[config.mk]
export PLATFORM = sky130hd
export DESIGN_NAME = smb_cfg_regfile
export DESIGN_NICKNAME = d
export VERILOG_FILES = /design/src/rtl/smb_cfg_pkg.sv /design/src/rtl/smb_line_mon.sv /design/src/rtl/smb_regbank.sv /design/src/rtl/smb_protocol.sv /design/src/rtl/smb_cfg_regfile.sv
export SDC_FILE = /design/constraint.sdc
export NUM_CORES = 1
export LEC_CHECK = 0
export ABC_AREA = 0
export CAP_MARGIN = 20
export CORE_MARGIN = 3
export CORE_UTILIZATION = 41
export DETAILED_ROUTE_END_ITERATION = 8
export MAX_ROUTING_LAYER = met4
export PLACE_DENSITY = 0.68
export RECOVER_POWER = 50
export SLEW_MARGIN = 15
export SYNTH_ARGS = -nofsm -noshare
export SYNTH_HDL_FRONTEND = slang
export SYNTH_SLANG_ARGS = --single-unit
[constraint.sdc]
create_clock -name clk -period 3.5 [get_ports clk]
set_clock_uncertainty 0.05 [all_clocks]
set_input_delay 0.35 -clock clk [delete_from_list [all_inputs] [get_ports clk]]
set_output_delay 0.35 -clock clk [all_outputs]
set_load 0.01 [all_outputs]
[src/rtl/smb_cfg_pkg.sv]
package smb_cfg_pkg;
  localparam int unsigned BYTE_W = 8;

  typedef enum logic [2:0] {
    PH_IDLE,
    PH_ADDR,
    PH_CMD,
    PH_COUNT,
    PH_WDATA,
    PH_RDATA
  } phase_t;
endpackage

[src/rtl/smb_line_mon.sv]
module smb_line_mon #(
  parameter int unsigned SYNC_STAGES = 2
) (
  input  logic clk,
  input  logic rst_n,
  input  logic scl_i,
  input  logic sda_i,
  output logic scl_q,
  output logic sda_q,
  output logic scl_rise,
  output logic scl_fall,
  output logic start_ev,
  output logic stop_ev
);
  logic [SYNC_STAGES-1:0] scl_sh, sda_sh;
  logic scl_d, sda_d;

  always_ff @(posedge clk or negedge rst_n) begin
    if (!rst_n) begin
      scl_sh <= '1;
      sda_sh <= '1;
      scl_d  <= 1'b1;
      sda_d  <= 1'b1;
    end else begin
      scl_sh <= {scl_sh[SYNC_STAGES-2:0], scl_i};
      sda_sh <= {sda_sh[SYNC_STAGES-2:0], sda_i};
      scl_d  <= scl_sh[SYNC_STAGES-1];
      sda_d  <= sda_sh[SYNC_STAGES-1];
    end
  end

  assign scl_q    = scl_sh[SYNC_STAGES-1];
  assign sda_q    = sda_sh[SYNC_STAGES-1];
  assign scl_rise = scl_q & ~scl_d;
  assign scl_fall = ~scl_q & scl_d;
  assign start_ev = scl_q & scl_d & sda_d & ~sda_q;
  assign stop_ev  = scl_q & scl_d & ~sda_d & sda_q;
endmodule

[src/rtl/smb_regbank.sv]
module smb_regbank #(
  parameter int unsigned NREG = 8,
  parameter logic [NREG*8-1:0] DEFAULTS = {NREG{8'hFF}}
) (
  input  logic              clk,
  input  logic              rst_n,
  input  logic              we,
  input  logic [6:0]        addr,
  input  logic [7:0]        wdata,
  output logic [7:0]        rdata,
  output logic [NREG*8-1:0] cfg_o
);
  logic [7:0] regs [NREG];

  for (genvar k = 0; k < NREG; k++) begin : g_reg
    always_ff @(posedge clk or negedge rst_n) begin
      if (!rst_n)
        regs[k] <= DEFAULTS[8*k +: 8];
      else if (we && addr == 7'(k))
        regs[k] <= wdata;
    end
    assign cfg_o[8*k +: 8] = regs[k];
  end

  always_comb begin
    rdata = 8'h00;
    for (int k = 0; k < NREG; k++)
      if (addr == 7'(k)) rdata = regs[k];
  end
endmodule

[src/rtl/smb_protocol.sv]
module smb_protocol
  import smb_cfg_pkg::*;
#(
  parameter logic [6:0]  SLV_ADDR = 7'h69,
  parameter int unsigned NREG     = 8
) (
  input  logic       clk,
  input  logic       rst_n,
  input  logic       scl_rise,
  input  logic       scl_fall,
  input  logic       start_ev,
  input  logic       stop_ev,
  input  logic       sda_q,
  input  logic [7:0] rd_data,
  output logic       reg_we,
  output logic [6:0] reg_addr,
  output logic [7:0] reg_wdata,
  output logic       sda_oe
);
  phase_t     ph;
  logic [3:0] bitcnt;
  logic [7:0] shreg, txsh, nxt_tx;
  logic       in_ack, ack_rose, cnt_pend;
  logic [6:0] ptr, ptr_inc;

  assign ptr_inc   = (ptr == 7'h7F) ? ptr : ptr + 7'd1;
  assign nxt_tx    = cnt_pend ? 8'(NREG) : rd_data;
  assign reg_addr  = ptr;
  assign reg_wdata = shreg;
  assign reg_we    = !start_ev && !stop_ev && (ph == PH_WDATA) && !in_ack
                     && scl_fall && (bitcnt == 4'd8);

  always_ff @(posedge clk or negedge rst_n) begin
    if (!rst_n) begin
      ph       <= PH_IDLE;
      bitcnt   <= '0;
      shreg    <= '0;
      txsh     <= '0;
      in_ack   <= 1'b0;
      ack_rose <= 1'b0;
      cnt_pend <= 1'b0;
      ptr      <= '0;
      sda_oe   <= 1'b0;
    end else if (start_ev) begin
      ph       <= PH_ADDR;
      bitcnt   <= '0;
      in_ack   <= 1'b0;
      ack_rose <= 1'b0;
      sda_oe   <= 1'b0;
    end else if (stop_ev) begin
      ph       <= PH_IDLE;
      in_ack   <= 1'b0;
      ack_rose <= 1'b0;
      sda_oe   <= 1'b0;
    end else if (ph != PH_IDLE) begin
      if (in_ack) begin
        // slave-driven acknowledge slot, or master ACK already taken
        if (scl_rise) begin
          ack_rose <= 1'b1;
        end else if (scl_fall && ack_rose) begin
          in_ack   <= 1'b0;
          ack_rose <= 1'b0;
          bitcnt   <= '0;
          if (ph == PH_RDATA) begin
            txsh   <= nxt_tx;
            sda_oe <= ~nxt_tx[7];
          end else begin
            sda_oe <= 1'b0;
          end
        end
      end else if (ph == PH_RDATA) begin
        if (scl_rise) begin
          if (bitcnt == 4'd8) begin
            if (sda_q) begin
              ph <= PH_IDLE;            // master NACK ends the read
            end else begin
              if (cnt_pend) cnt_pend <= 1'b0;
              else          ptr      <= ptr_inc;
              in_ack   <= 1'b1;
              ack_rose <= 1'b1;
            end
          end else begin
            bitcnt <= bitcnt + 4'd1;
          end
        end else if (scl_fall) begin
          if (bitcnt == 4'd8) begin
            sda_oe <= 1'b0;             // hand the line to the master
          end else begin
            txsh   <= {txsh[6:0], 1'b0};
            sda_oe <= ~txsh[6];
          end
        end
      end else begin
        if (scl_rise && bitcnt < 4'd8) begin
          shreg  <= {shreg[6:0], sda_q};
          bitcnt <= bitcnt + 4'd1;
        end else if (scl_fall && bitcnt == 4'd8) begin
          in_ack   <= 1'b1;
          ack_rose <= 1'b0;
          sda_oe   <= 1'b1;
          unique case (ph)
            PH_ADDR: begin
              if (shreg[7:1] == SLV_ADDR) begin
                ph <= shreg[0] ? PH_RDATA : PH_CMD;
              end else begin
                ph     <= PH_IDLE;
                in_ack <= 1'b0;
                sda_oe <= 1'b0;
              end
            end
            PH_CMD: begin
              cnt_pend <= ~shreg[7];
              ptr      <= shreg[7] ? shreg[6:0] : 7'd0;
              ph       <= shreg[7] ? PH_WDATA : PH_COUNT;
            end
            PH_COUNT: ph  <= PH_WDATA;
            PH_WDATA: ptr <= ptr_inc;
            default: ;
          endcase
        end
      end
    end
  end
endmodule

[src/rtl/smb_cfg_regfile.sv]
module smb_cfg_regfile #(
  parameter logic [6:0]        SLV_ADDR    = 7'h69,
  parameter int unsigned       NREG        = 8,
  parameter int unsigned       SYNC_STAGES = 2,
  parameter logic [NREG*8-1:0] DEFAULTS    = {NREG{8'hFF}}
) (
  input  logic              clk,
  input  logic              rst_n,
  input  logic              scl_i,
  input  logic              sda_i,
  output logic              sda_oe,
  output logic [NREG*8-1:0] cfg_o
);
  logic       scl_q, sda_q, scl_rise, scl_fall, start_ev, stop_ev;
  logic       reg_we;
  logic [6:0] reg_addr;
  logic [7:0] reg_wdata, rd_data;

  smb_line_mon #(.SYNC_STAGES(SYNC_STAGES)) u_mon (
    .clk(clk), .rst_n(rst_n), .scl_i(scl_i), .sda_i(sda_i),
    .scl_q(scl_q), .sda_q(sda_q), .scl_rise(scl_rise), .scl_fall(scl_fall),
    .start_ev(start_ev), .stop_ev(stop_ev)
  );

  smb_protocol #(.SLV_ADDR(SLV_ADDR), .NREG(NREG)) u_proto (
    .clk(clk), .rst_n(rst_n), .scl_rise(scl_rise), .scl_fall(scl_fall),
    .start_ev(start_ev), .stop_ev(stop_ev), .sda_q(sda_q), .rd_data(rd_data),
    .reg_we(reg_we), .reg_addr(reg_addr), .reg_wdata(reg_wdata), .sda_oe(sda_oe)
  );

  smb_regbank #(.NREG(NREG), .DEFAULTS(DEFAULTS)) u_bank (
    .clk(clk), .rst_n(rst_n), .we(reg_we), .addr(reg_addr), .wdata(reg_wdata),
    .rdata(rd_data), .cfg_o(cfg_o)
  );
endmodule

==> results of run 1 <==
report_power, final:
part           leakage [uW]  internal (uW)  total [uW]  switching, uW
logic               0.00143            201         467            266
registers           0.00117           1270        1520            252
clock network      0.000156            580        1090            510
total               0.00275           2050        3080           1030
synthesized netlist by cell type, types with 4 or more instances:
cell	number
a21o_1	4
nand3_1	22
nor2_1	32
inv_1	12
mux2_2	73
dfrtp_1	33
nand2_1	28
nand2b_1	11
mux2i_1	8
a31oi_1	9
or4_1	6
a32oi_1	4
nor3_1	16
a211oi_1	7
or2_2	4
o21ai_0	19
o22ai_1	6
a41oi_1	4
nand3b_1	4
nor2b_1	11
nand4_1	5
ha_1	6
dfstp_2	70
nor4_1	6
a21oi_1	22
a221oi_1	8
clkbuf_1	32
or3_1	4
o31ai_1	7
area by class of cell:
type,instances,area share
well taps,176,0.03206
multi-input cells,391,0.4176
clock buffers,9,0.03279
repair buffers,78,0.1082
clock inverters,7,0.01476
inverters,12,0.006559
flip-flops and latches,103,0.3880
path summary, 6_finish.rpt:
path                                                     to                       startpoint  cells after the start
hold / removal                    u_mon.scl_sh[1]$_DFF_PN1_        u_mon.scl_sh[0]$_DFF_PN1_                      0
setup / recovery                 u_proto.sda_oe$_DFFE_PN0P_  u_proto.reg_addr[1]$_DFFE_PN0P_                      7
setup reg to reg                 u_proto.sda_oe$_DFFE_PN0P_  u_proto.reg_addr[1]$_DFFE_PN0P_                      7
hold reg to reg                   u_mon.scl_sh[1]$_DFF_PN1_        u_mon.scl_sh[0]$_DFF_PN1_                      0
min in group asynchronous  u_proto.reg_wdata[0]$_DFFE_PN0P_                            rst_n                      1
max in group asynchronous        u_proto.in_ack$_DFFE_PN0N_                            rst_n                      2
cell families (layout without fill, tap and decap cells):
logic type               count (synthesis)  in the layout  share of synthesized area
multiplexers                            81             81                     0.1574
adder cells (fa/ha/maj)                  6              6                    0.01310
buffers and inverters                   49            106                    0.03471
AND/OR/NAND/NOR                        173            173                     0.1674
AO/OA/AOI/OAI                          130            130                     0.1609
XOR/XNOR                                 1              1                   0.001528
flip-flops                             103            103                     0.4650
state kept, by name, summed over array words and instances, names as in the netlist:
signal and flops:
u_proto.bitcnt 4, u_mon.sda_sh 2, u_mon.scl_d 1, u_proto.in_ack 1, u_mon.scl_sh 2, u_mon.sda_d 1
u_proto.txsh 7, u_proto.reg_wdata 8, u_bank.cfg_o 64, u_proto.ack_rose 1, u_proto.sda_oe 1, u_proto.ph 3
u_proto.reg_addr 7, u_proto.cnt_pend 1
worst max-delay path, delay by kind of cell (launching register included):
kind | cells | cell delay [ns]
adders and majority gates | 1 | 0.25
AOI/OAI and AO/OA | 3 | 0.92
DFF | 1 | 0.41
and+or+nand+nor | 2 | 0.97
buffers and inverters | 1 | 0.08
per-layer routing:
metal	vias to the layer above	global-route usage	wire [um]
met3	34	0.05026	985
met4	0	0.07028	477
li1	2163	-	-
met5	-	-	0
met1	2427	0.3047	7956
met2	214	0.3709	8326
metrics by stage:
step | area (um^2) | hold slack [ns] | cells | power [uW]
floorplan | 5732 | 0.004409 | 543 | 1780
global placement | 6551 | 0.3001 | 760 | 1989
detailed placement | 6551 | 0.3003 | 760 | 2003
CTS | 6878 | 0.1033 | 776 | 3100
global route | 6868 | 0.3198 | 776 | 3224
finish | 6868 | 0.3126 | 776 | 3081
==> flow_metrics.py, run 1 <==
metrics = {
    "run_status": {
        "status": "finished, violations left",
        "violations": "capacitance limit, slew limit",
    },
    "job": {
        "drv_cap": 1,
    },
    "logic_synthesis": {
        "netlist_instances": 543,
        "ys_seq_area_frac": 0.4650,
        "synth_top_area_share": 0.3209,
        "yosysWarnings": 0,
        "synth-seq-cells": 103,
        "synth_ff_type": "dfstp_2",
        "syn_area_um2": 5732,
        "yosys.area.top_type": "dfstp_2",
        "yosysUniqueCellTypes": 62,
        "synth_edf_count": 0,
        "syn_nets": 553,
        "syn_avg_cell_area_um2": 10.56,
        "async_flop_share": 1.000,
        "ys_top_cells_by_area": "dfstp_2 32%, dfrtp_1 14%, mux2_2 14%",
    },
    "sta": {
        "setup_ws_ns": 0.6703,
        "finalCritPeriodShare": 0.8085,
        "tightest_slew_ns": 1.836,
        "drv_slew": 76,
        "clock.fmax_mhz": 353.4,
        "finalCriticalPeriod_ns": 2.830,
        "relSlewSlack": -0.2237,
        "grt_setup_unrepaired": "no",
        "hold_viol": 0,
        "finalSetupViolations": 0,
        "tns_ns": 0,
    },
    "power": {
        "p_leak_uw": 0.002749,
        "powerDensity_nw_per_um2": 448.6,
        "max-vdd-ir-drop_v": 0.0002587,
    },
    "global_route": {
        "antenna_found_initial": 0,
        "grt_usage": 0.2345,
        "grt_pass1_wl_mm": 28.02,
        "grt_max_degree": 76,
        "grt_pass1_vias": 4870,
        "grt_overflow": 0,
    },
    "critical_path": {
        "cp-end-kind": "flop",
        "start_kind": "flop",
        "cp.required_ns": 3.67,
        "critPathArrivalTime_ns": 3.00,
        "r2r_setup_slack_ns": 0.67,
        "crit_slowest_cell": "a2111oi_0",
        "slowest_delay_ns": 0.65,
        "cp_max_fo": 7,
        "path_class": "flop to flop",
        "path_cells": "inv_1, ha_1, or4b_2, nor2_1, a32oi_1, a2111oi_0, o31ai_1",
    },
    "clocking": {
        "postCtsSetupBuffers": 0,
        "post_cts_resized": 0,
        "ctsHtreeMaxLevel": 3,
        "cts_tree": "yes",
        "clkTransAtPathRegs_ns": 0.07,
        "ctsHoldBuffers": 0,
        "numCtsBuffers": 9,
        "clockBufferDepth": 2,
        "cts.sinks": 103,
        "clockRootBuffer": "clkbuf_16",
        "clock_latency_ns": 0.36,
    },
    "die": {
        "coreArea_um2": 13450,
        "die_height_um": 124.2,
        "fp-row-count": 42,
        "fp.dieW_um": 124.2,
        "ios": 69,
        "dieArea_um2": 15430,
        "floorplan.initialDensity": 0.4261,
    },
    "finish": {
        "filler_cell_count": 1275,
        "drive_above_1_share": 0.3000,
        "layout_common_cells": "73 x mux2_2, 68 x dfstp_2, 41 x clkdlybuf4s50_1",
        "fin_util": 0.5105,
        "num_antenna_cells": 0,
        "multi_input_area_um2": 2868,
        "fin_nets": 605,
        "ff_latch_area_um2": 2665,
        "final_common_cell": "mux2_2",
        "areaGrowthSynthToFinish_pct": 19.82,
    },
    "drt": {
        "finalWirelength_mm": 17.75,
        "detail-route-antenna-nets": 0,
        "drt_iter0_markers": 522,
        "vias_per_cell": 6.235,
        "drtPass1Iterations": 5,
        "vias": 4838,
        "drc": 0,
        "wl_per_cell_um": 22.87,
    },
    "place": {
        "dp_slack_ns": 0.7402,
        "port_buffers": 68,
        "place_congestion": 0.9067,
        "hpwl_mm": 12.55,
    },
    "hold_path": {
        "min_path_type": "flop to flop",
    },
}
Power figures use the tool's default switching activity.
==> run 2: changes to the inputs <==
Clock period 3.5 ns to 2.93 ns, I/O delays scaled along.
==> run 2 against run 1 <==
  * The flow now finishes without violations
  * Via count up 2.0%
  * Non-clock buffer count grew 18
  * Sequential cell count unchanged
  * Sequential power is 9% higher
  * Maximum frequency rose by 2.1%
  * Global-route usage down 0.095 points
  * Sequential share of layout area fell by 0.89 points
  * Register-to-register slack got worse by 0.51 ns
  * Clock-buffer cell count is the same
  * Die area stayed put
  * Total power grew 23%
==> flow_metrics.py, run 2 (synthesis gave the netlist of run 1 again) <==
metrics = {
    "run_status": {
        "status": "finished clean",
    },
    "global_route": {
        "grt_pass1_vias": 4864,
        "grt_overflow": 0,
        "grt_usage": 0.2336,
        "grt_max_degree": 104,
        "grt_pass1_wl_mm": 27.91,
        "antenna_found_initial": 0,
    },
    "finish": {
        "final_common_cell": "mux2_2",
        "layout_common_cells": "73 x mux2_2, 68 x dfstp_2, 39 x clkdlybuf4s50_1",
        "num_antenna_cells": 0,
        "drive_above_1_share": 0.3220,
        "largest_reg_flops": 64,
        "areaGrowthSynthToFinish_pct": 22.64,
        "instances_no_fill": 794,
        "fin_nets": 623,
        "filler_cell_count": 1249,
    },
    "die": {
        "ios": 69,
        "fp-row-count": 42,
        "die_height_um": 124.2,
        "coreArea_um2": 13450,
        "dieArea_um2": 15430,
        "fp.dieW_um": 124.2,
        "floorplan.initialDensity": 0.4261,
    },
    "job": {
        "drv_cap": 0,
    },
    "clocking": {
        "clockBufferDepth": 2,
        "clkTransAtPathRegs_ns": 0.07,
        "numCtsBuffers": 9,
        "ctsHtreeMaxLevel": 3,
        "postCtsSetupBuffers": 0,
        "cts.sinks": 103,
        "clockRootBuffer": "clkbuf_16",
        "cts_tree": "yes",
        "clock_latency_ns": 0.36,
    },
    "hold_path": {
        "whs_endpoint": "u_mon.scl_sh[1]$_DFF_PN1_",
        "hold_path_startpoint": "u_mon.scl_sh[0]$_DFF_PN1_",
        "min_path_type": "flop to flop",
        "min_path_cells": 0,
    },
    "drt": {
        "drt_iter0_markers": 546,
        "drtPass1Iterations": 6,
        "finalWirelength_mm": 17.65,
        "detail-route-antenna-nets": 0,
        "drc": 0,
        "wl_per_cell_um": 22.23,
        "vias": 4933,
        "vias_per_cell": 6.213,
    },
    "sta": {
        "grt_setup_unrepaired": "no",
        "fin_hold_ws_ns": 0.3129,
        "finalCriticalPeriod_ns": 2.771,
        "drv_slew": 0,
        "tns_ns": 0,
        "finalSetupViolations": 0,
        "finalCritPeriodShare": 0.9457,
        "hold_viol": 0,
        "tightest_slew_ns": 1.358,
        "relSlewSlack": 0.09449,
        "clock.fmax_mhz": 360.9,
    },
    "place": {
        "hpwl_mm": 12.20,
        "place_congestion": 0.9615,
        "port_buffers": 68,
        "dp_cells": 777,
    },
    "power": {
        "max-vdd-ir-drop_v": 0.0003219,
        "p_total_uw": 3791,
        "powerDensity_nw_per_um2": 539.3,
        "p_leak_uw": 0.002870,
    },
    "critical_path": {
        "r2r-start": "u_proto.reg_addr[0]$_DFFE_PN0P_",
        "cp-end-kind": "flop",
        "cp.required_ns": 3.11,
        "r2r_setup_slack_ns": 0.16,
        "r2r-end": "u_proto.sda_oe$_DFFE_PN0P_",
        "critPathArrivalTime_ns": 2.96,
        "cp_max_fo": 5,
        "r2r_cells": 8,
        "path_class": "flop to flop",
        "start_kind": "flop",
    },
}
-- run 2: changes by cell type in the layout (fill, tap and decap cells not counted), moves of 2 or more --
cell,delta
buf_4,+18
clkbuf_1,-2
clkbuf_4,+2
clkdlybuf4s50_1,-2
dlygate4sd3_1,+3
-- run 2: worst max-delay path by stage --
stage                            endpoint                            start
6_report       u_proto.sda_oe$_DFFE_PN0P_  u_proto.reg_addr[0]$_DFFE_PN0P_
5_1_grt        u_proto.sda_oe$_DFFE_PN0P_  u_proto.reg_addr[0]$_DFFE_PN0P_
4_1_cts        u_proto.sda_oe$_DFFE_PN0P_  u_proto.reg_addr[0]$_DFFE_PN0P_
2_1_floorplan  u_proto.sda_oe$_DFFE_PN0P_  u_proto.reg_addr[5]$_DFFE_PN0P_
3_5_place_dp   u_proto.sda_oe$_DFFE_PN0P_  u_proto.reg_addr[1]$_DFFE_PN0P_
3_3_place_gp   u_proto.sda_oe$_DFFE_PN0P_  u_proto.reg_addr[0]$_DFFE_PN0P_
-- run 2: what timing repair did --
item / in CTS / in global routing
endpoints found under the setup margin: 0 / 1
resized for setup: 0 / 1
hold buffers: 1 / 0
hold endpoints to repair: 33 / 0
-- run 2: metrics by stage --
| step | cell area [um^2] | util | setup WS [ns] |
|---|---|---|---|
| floorplan | 5732 | - | 0.4440 |
| global placement | 6691 | 0.4974 | 0.2181 |
| detailed placement | 6691 | 0.4974 | 0.1259 |
| CTS | 7041 | 0.5233 | 0.09138 |
| global route | 7029 | 0.5225 | 0.01140 |
| finish | 7029 | 0.5225 | 0.1592 |
-- run 2: routing by layer --
metal	GRT usage	up-vias	routed length, um
met5	-	-	0
met4	0.07608	0	429
met3	0.04467	31	1053
met2	0.3620	228	8366
met1	0.3106	2469	7802
li1	-	2205	-
-- run 2: worst max-delay path: stages (launching register included) --
cell       delay, ns
dfrtp_1         0.43
inv_1           0.13
ha_1            0.20
or4b_2          0.61
nor2_1          0.33
a32oi_1         0.18
a2111oi_1       0.48
buf_4           0.19
o31ai_1         0.05
-- run 2: where the power goes --
| part | internal, uW | total (uW) | switching, uW |
|---|---|---|---|
| Combinational | 284 | 791 | 507 |
| Sequential | 1520 | 1650 | 122 |
| Clock | 770 | 1350 | 584 |
-- run 2: area by class of cell --
type,count,area (um^2),share of cell area
clock buffer,9,225.2,0.03204
clock inverter,7,113.9,0.01620
inverter,12,45.04,0.006408
multi-input combinational,391,2869,0.4082
sequential,103,2665,0.3791
tap,176,220.2,0.03133
timing repair buffer,96,890.9,0.1267
==> run 3: changes to the inputs <==
Settings changed: CTS_CLUSTER_DIAMETER from default to 200.
Clock period 2.93 ns to 2.86 ns, I/O delays scaled along.
==> run 3 against run 2 <==
  * Die area is the same
  * Critical path depth shrank 3
  * Cell area shrank 0.20%
  * Critical endpoint unchanged
  * Largest cell class unchanged
==> flow_metrics.py, run 3 (synthesis gave the netlist of run 1 again) <==
metrics = {
    "critical_path": {
        "path_class": "flop to flop",
        "cp-end-kind": "flop",
        "cp.required_ns": 3.08,
        "r2r-end": "u_proto.sda_oe$_DFFE_PN0P_",
        "r2r-start": "u_proto.reg_addr[3]$_DFFE_PN0P_",
        "start_kind": "flop",
        "cp_max_fo": 13,
        "r2r_cells": 5,
        "r2r_setup_slack_ns": 0.25,
        "critPathArrivalTime_ns": 2.83,
    },
    "place": {
        "port_buffers": 68,
        "place_congestion": 0.9676,
        "dp_slack_ns": 0.1711,
        "hpwl_mm": 12.67,
    },
    "sta": {
        "clock.fmax_mhz": 383.3,
        "hold_viol": 0,
        "relSlewSlack": 0.2751,
        "tightest_slew_ns": 1.087,
        "finalCriticalPeriod_ns": 2.609,
        "grt_setup_unrepaired": "no",
        "setup_ws_ns": 0.2513,
        "drv_slew": 0,
        "finalSetupViolations": 0,
        "finalCritPeriodShare": 0.9122,
        "tns_ns": 0,
    },
    "clocking": {
        "clockBufferDepth": 2,
        "cts_tree": "yes",
        "numCtsBuffers": 9,
        "clockRootBuffer": "clkbuf_16",
        "clkTransAtPathRegs_ns": 0.07,
        "clock_latency_ns": 0.36,
        "ctsHtreeMaxLevel": 3,
        "cts.sinks": 103,
        "postCtsSetupBuffers": 0,
    },
    "drt": {
        "drt_iter0_markers": 485,
        "detail-route-antenna-nets": 0,
        "drc": 0,
        "wl_per_cell_um": 22.53,
        "vias_per_cell": 6.172,
        "drtPass1Iterations": 5,
        "vias": 4913,
        "finalWirelength_mm": 17.94,
    },
    "hold_path": {
        "hold_path_startpoint": "u_mon.sda_sh[0]$_DFF_PN1_",
        "whs_endpoint": "u_mon.sda_sh[1]$_DFF_PN1_",
        "min_path_type": "flop to flop",
        "min_path_cells": 0,
    },
    "global_route": {
        "grt_max_degree": 60,
        "grt_pass1_vias": 4998,
        "grt_overflow": 0,
        "antenna_found_initial": 0,
        "grt_pass1_wl_mm": 28.45,
        "grt_usage": 0.2385,
    },
    "die": {
        "dieArea_um2": 15430,
        "fp-row-count": 42,
        "ios": 69,
        "fp.dieW_um": 124.2,
        "coreArea_um2": 13450,
        "floorplan.initialDensity": 0.4261,
        "die_height_um": 124.2,
    },
    "finish": {
        "areaGrowthSynthToFinish_pct": 22.40,
        "num_antenna_cells": 0,
        "final_common_cell": "mux2_2",
        "largest_reg_flops": 64,
        "drive_above_1_share": 0.3258,
        "fin_nets": 625,
        "layout_common_cells": "73 x mux2_2, 68 x dfstp_2, 39 x clkdlybuf4s50_1",
    },
    "run_status": {
        "status": "finished clean",
    },
    "power": {
        "max-vdd-ir-drop_v": 0.0003341,
        "powerDensity_nw_per_um2": 539.4,
        "p_total_uw": 3784,
        "p_leak_uw": 0.002867,
    },
    "job": {
        "drv_cap": 0,
    },
}
[run 3: area by class of cell]
class / count / area (um^2)
Multi-Input combinational cell: 391 / 2870
Tap cell: 176 / 220.2
Clock inverter: 6 / 72.57
Fill cell: 1229 / 6437
Clock buffer: 10 / 239.0
Sequential cell: 103 / 2665
Timing Repair Buffer: 98 / 903.4
Inverter: 12 / 45.04
[run 3: repair_timing]
item	in CTS	in global routing
endpoints found under the hold margin	14	0
endpoints found under the setup margin	0	1
resized for setup	0	1
hold buffers	1	0
[run 3: through the flow]
step | cells | utilization | hold WS (ns) | instance area (um^2)
final | 796 | 0.5215 | 0.3195 | 7015
after global routing | 796 | 0.5215 | 0.3219 | 7015
after CTS | 796 | 0.5224 | 0.2955 | 7028
after detailed placement | 779 | 0.4985 | 0.2672 | 6706
after global placement | 779 | 0.4985 | 0.2673 | 6706
after floorplan | 543 | - | -0.05959 | 5732
[run 3: worst max-delay path by stage]
stage,slack [ns],depth (start not counted),to,startpoint
after detailed placement,0.17,8,u_proto.sda_oe$_DFFE_PN0P_,u_proto.reg_addr[0]$_DFFE_PN0P_
after global routing,0.04,8,u_proto.sda_oe$_DFFE_PN0P_,u_proto.reg_addr[0]$_DFFE_PN0P_
after floorplan,0.37,7,u_proto.sda_oe$_DFFE_PN0P_,u_proto.reg_addr[5]$_DFFE_PN0P_
final,0.25,5,u_proto.sda_oe$_DFFE_PN0P_,u_proto.reg_addr[3]$_DFFE_PN0P_
after CTS,0.14,8,u_proto.sda_oe$_DFFE_PN0P_,u_proto.reg_addr[0]$_DFFE_PN0P_
after global placement,0.25,8,u_proto.sda_oe$_DFFE_PN0P_,u_proto.reg_addr[0]$_DFFE_PN0P_
[run 3: worst max-delay path, cell delays in order (launching register included)]
cell and delay, ns:
dfrtp_1 0.51, or4_4 0.64, or3_1 0.41, and4_1 0.19, or4_1 0.49, o31ai_1 0.23
[run 3: metal layers]
layer / track usage / routed length, um / up-vias
met3: 0.04897 / 1052 / 36
met2: 0.3718 / 8394 / 232
met5: - / 0 / -
met1: 0.3135 / 8019 / 2434
li1: - / - / 2211
met4: 0.07672 / 471 / 0
[run 3: where the power goes]
| part | internal, uW | switching [uW] |
|---|---|---|
| Combinational | 292 | 525 |
| Clock | 647 | 626 |
| Sequential | 1560 | 134 |
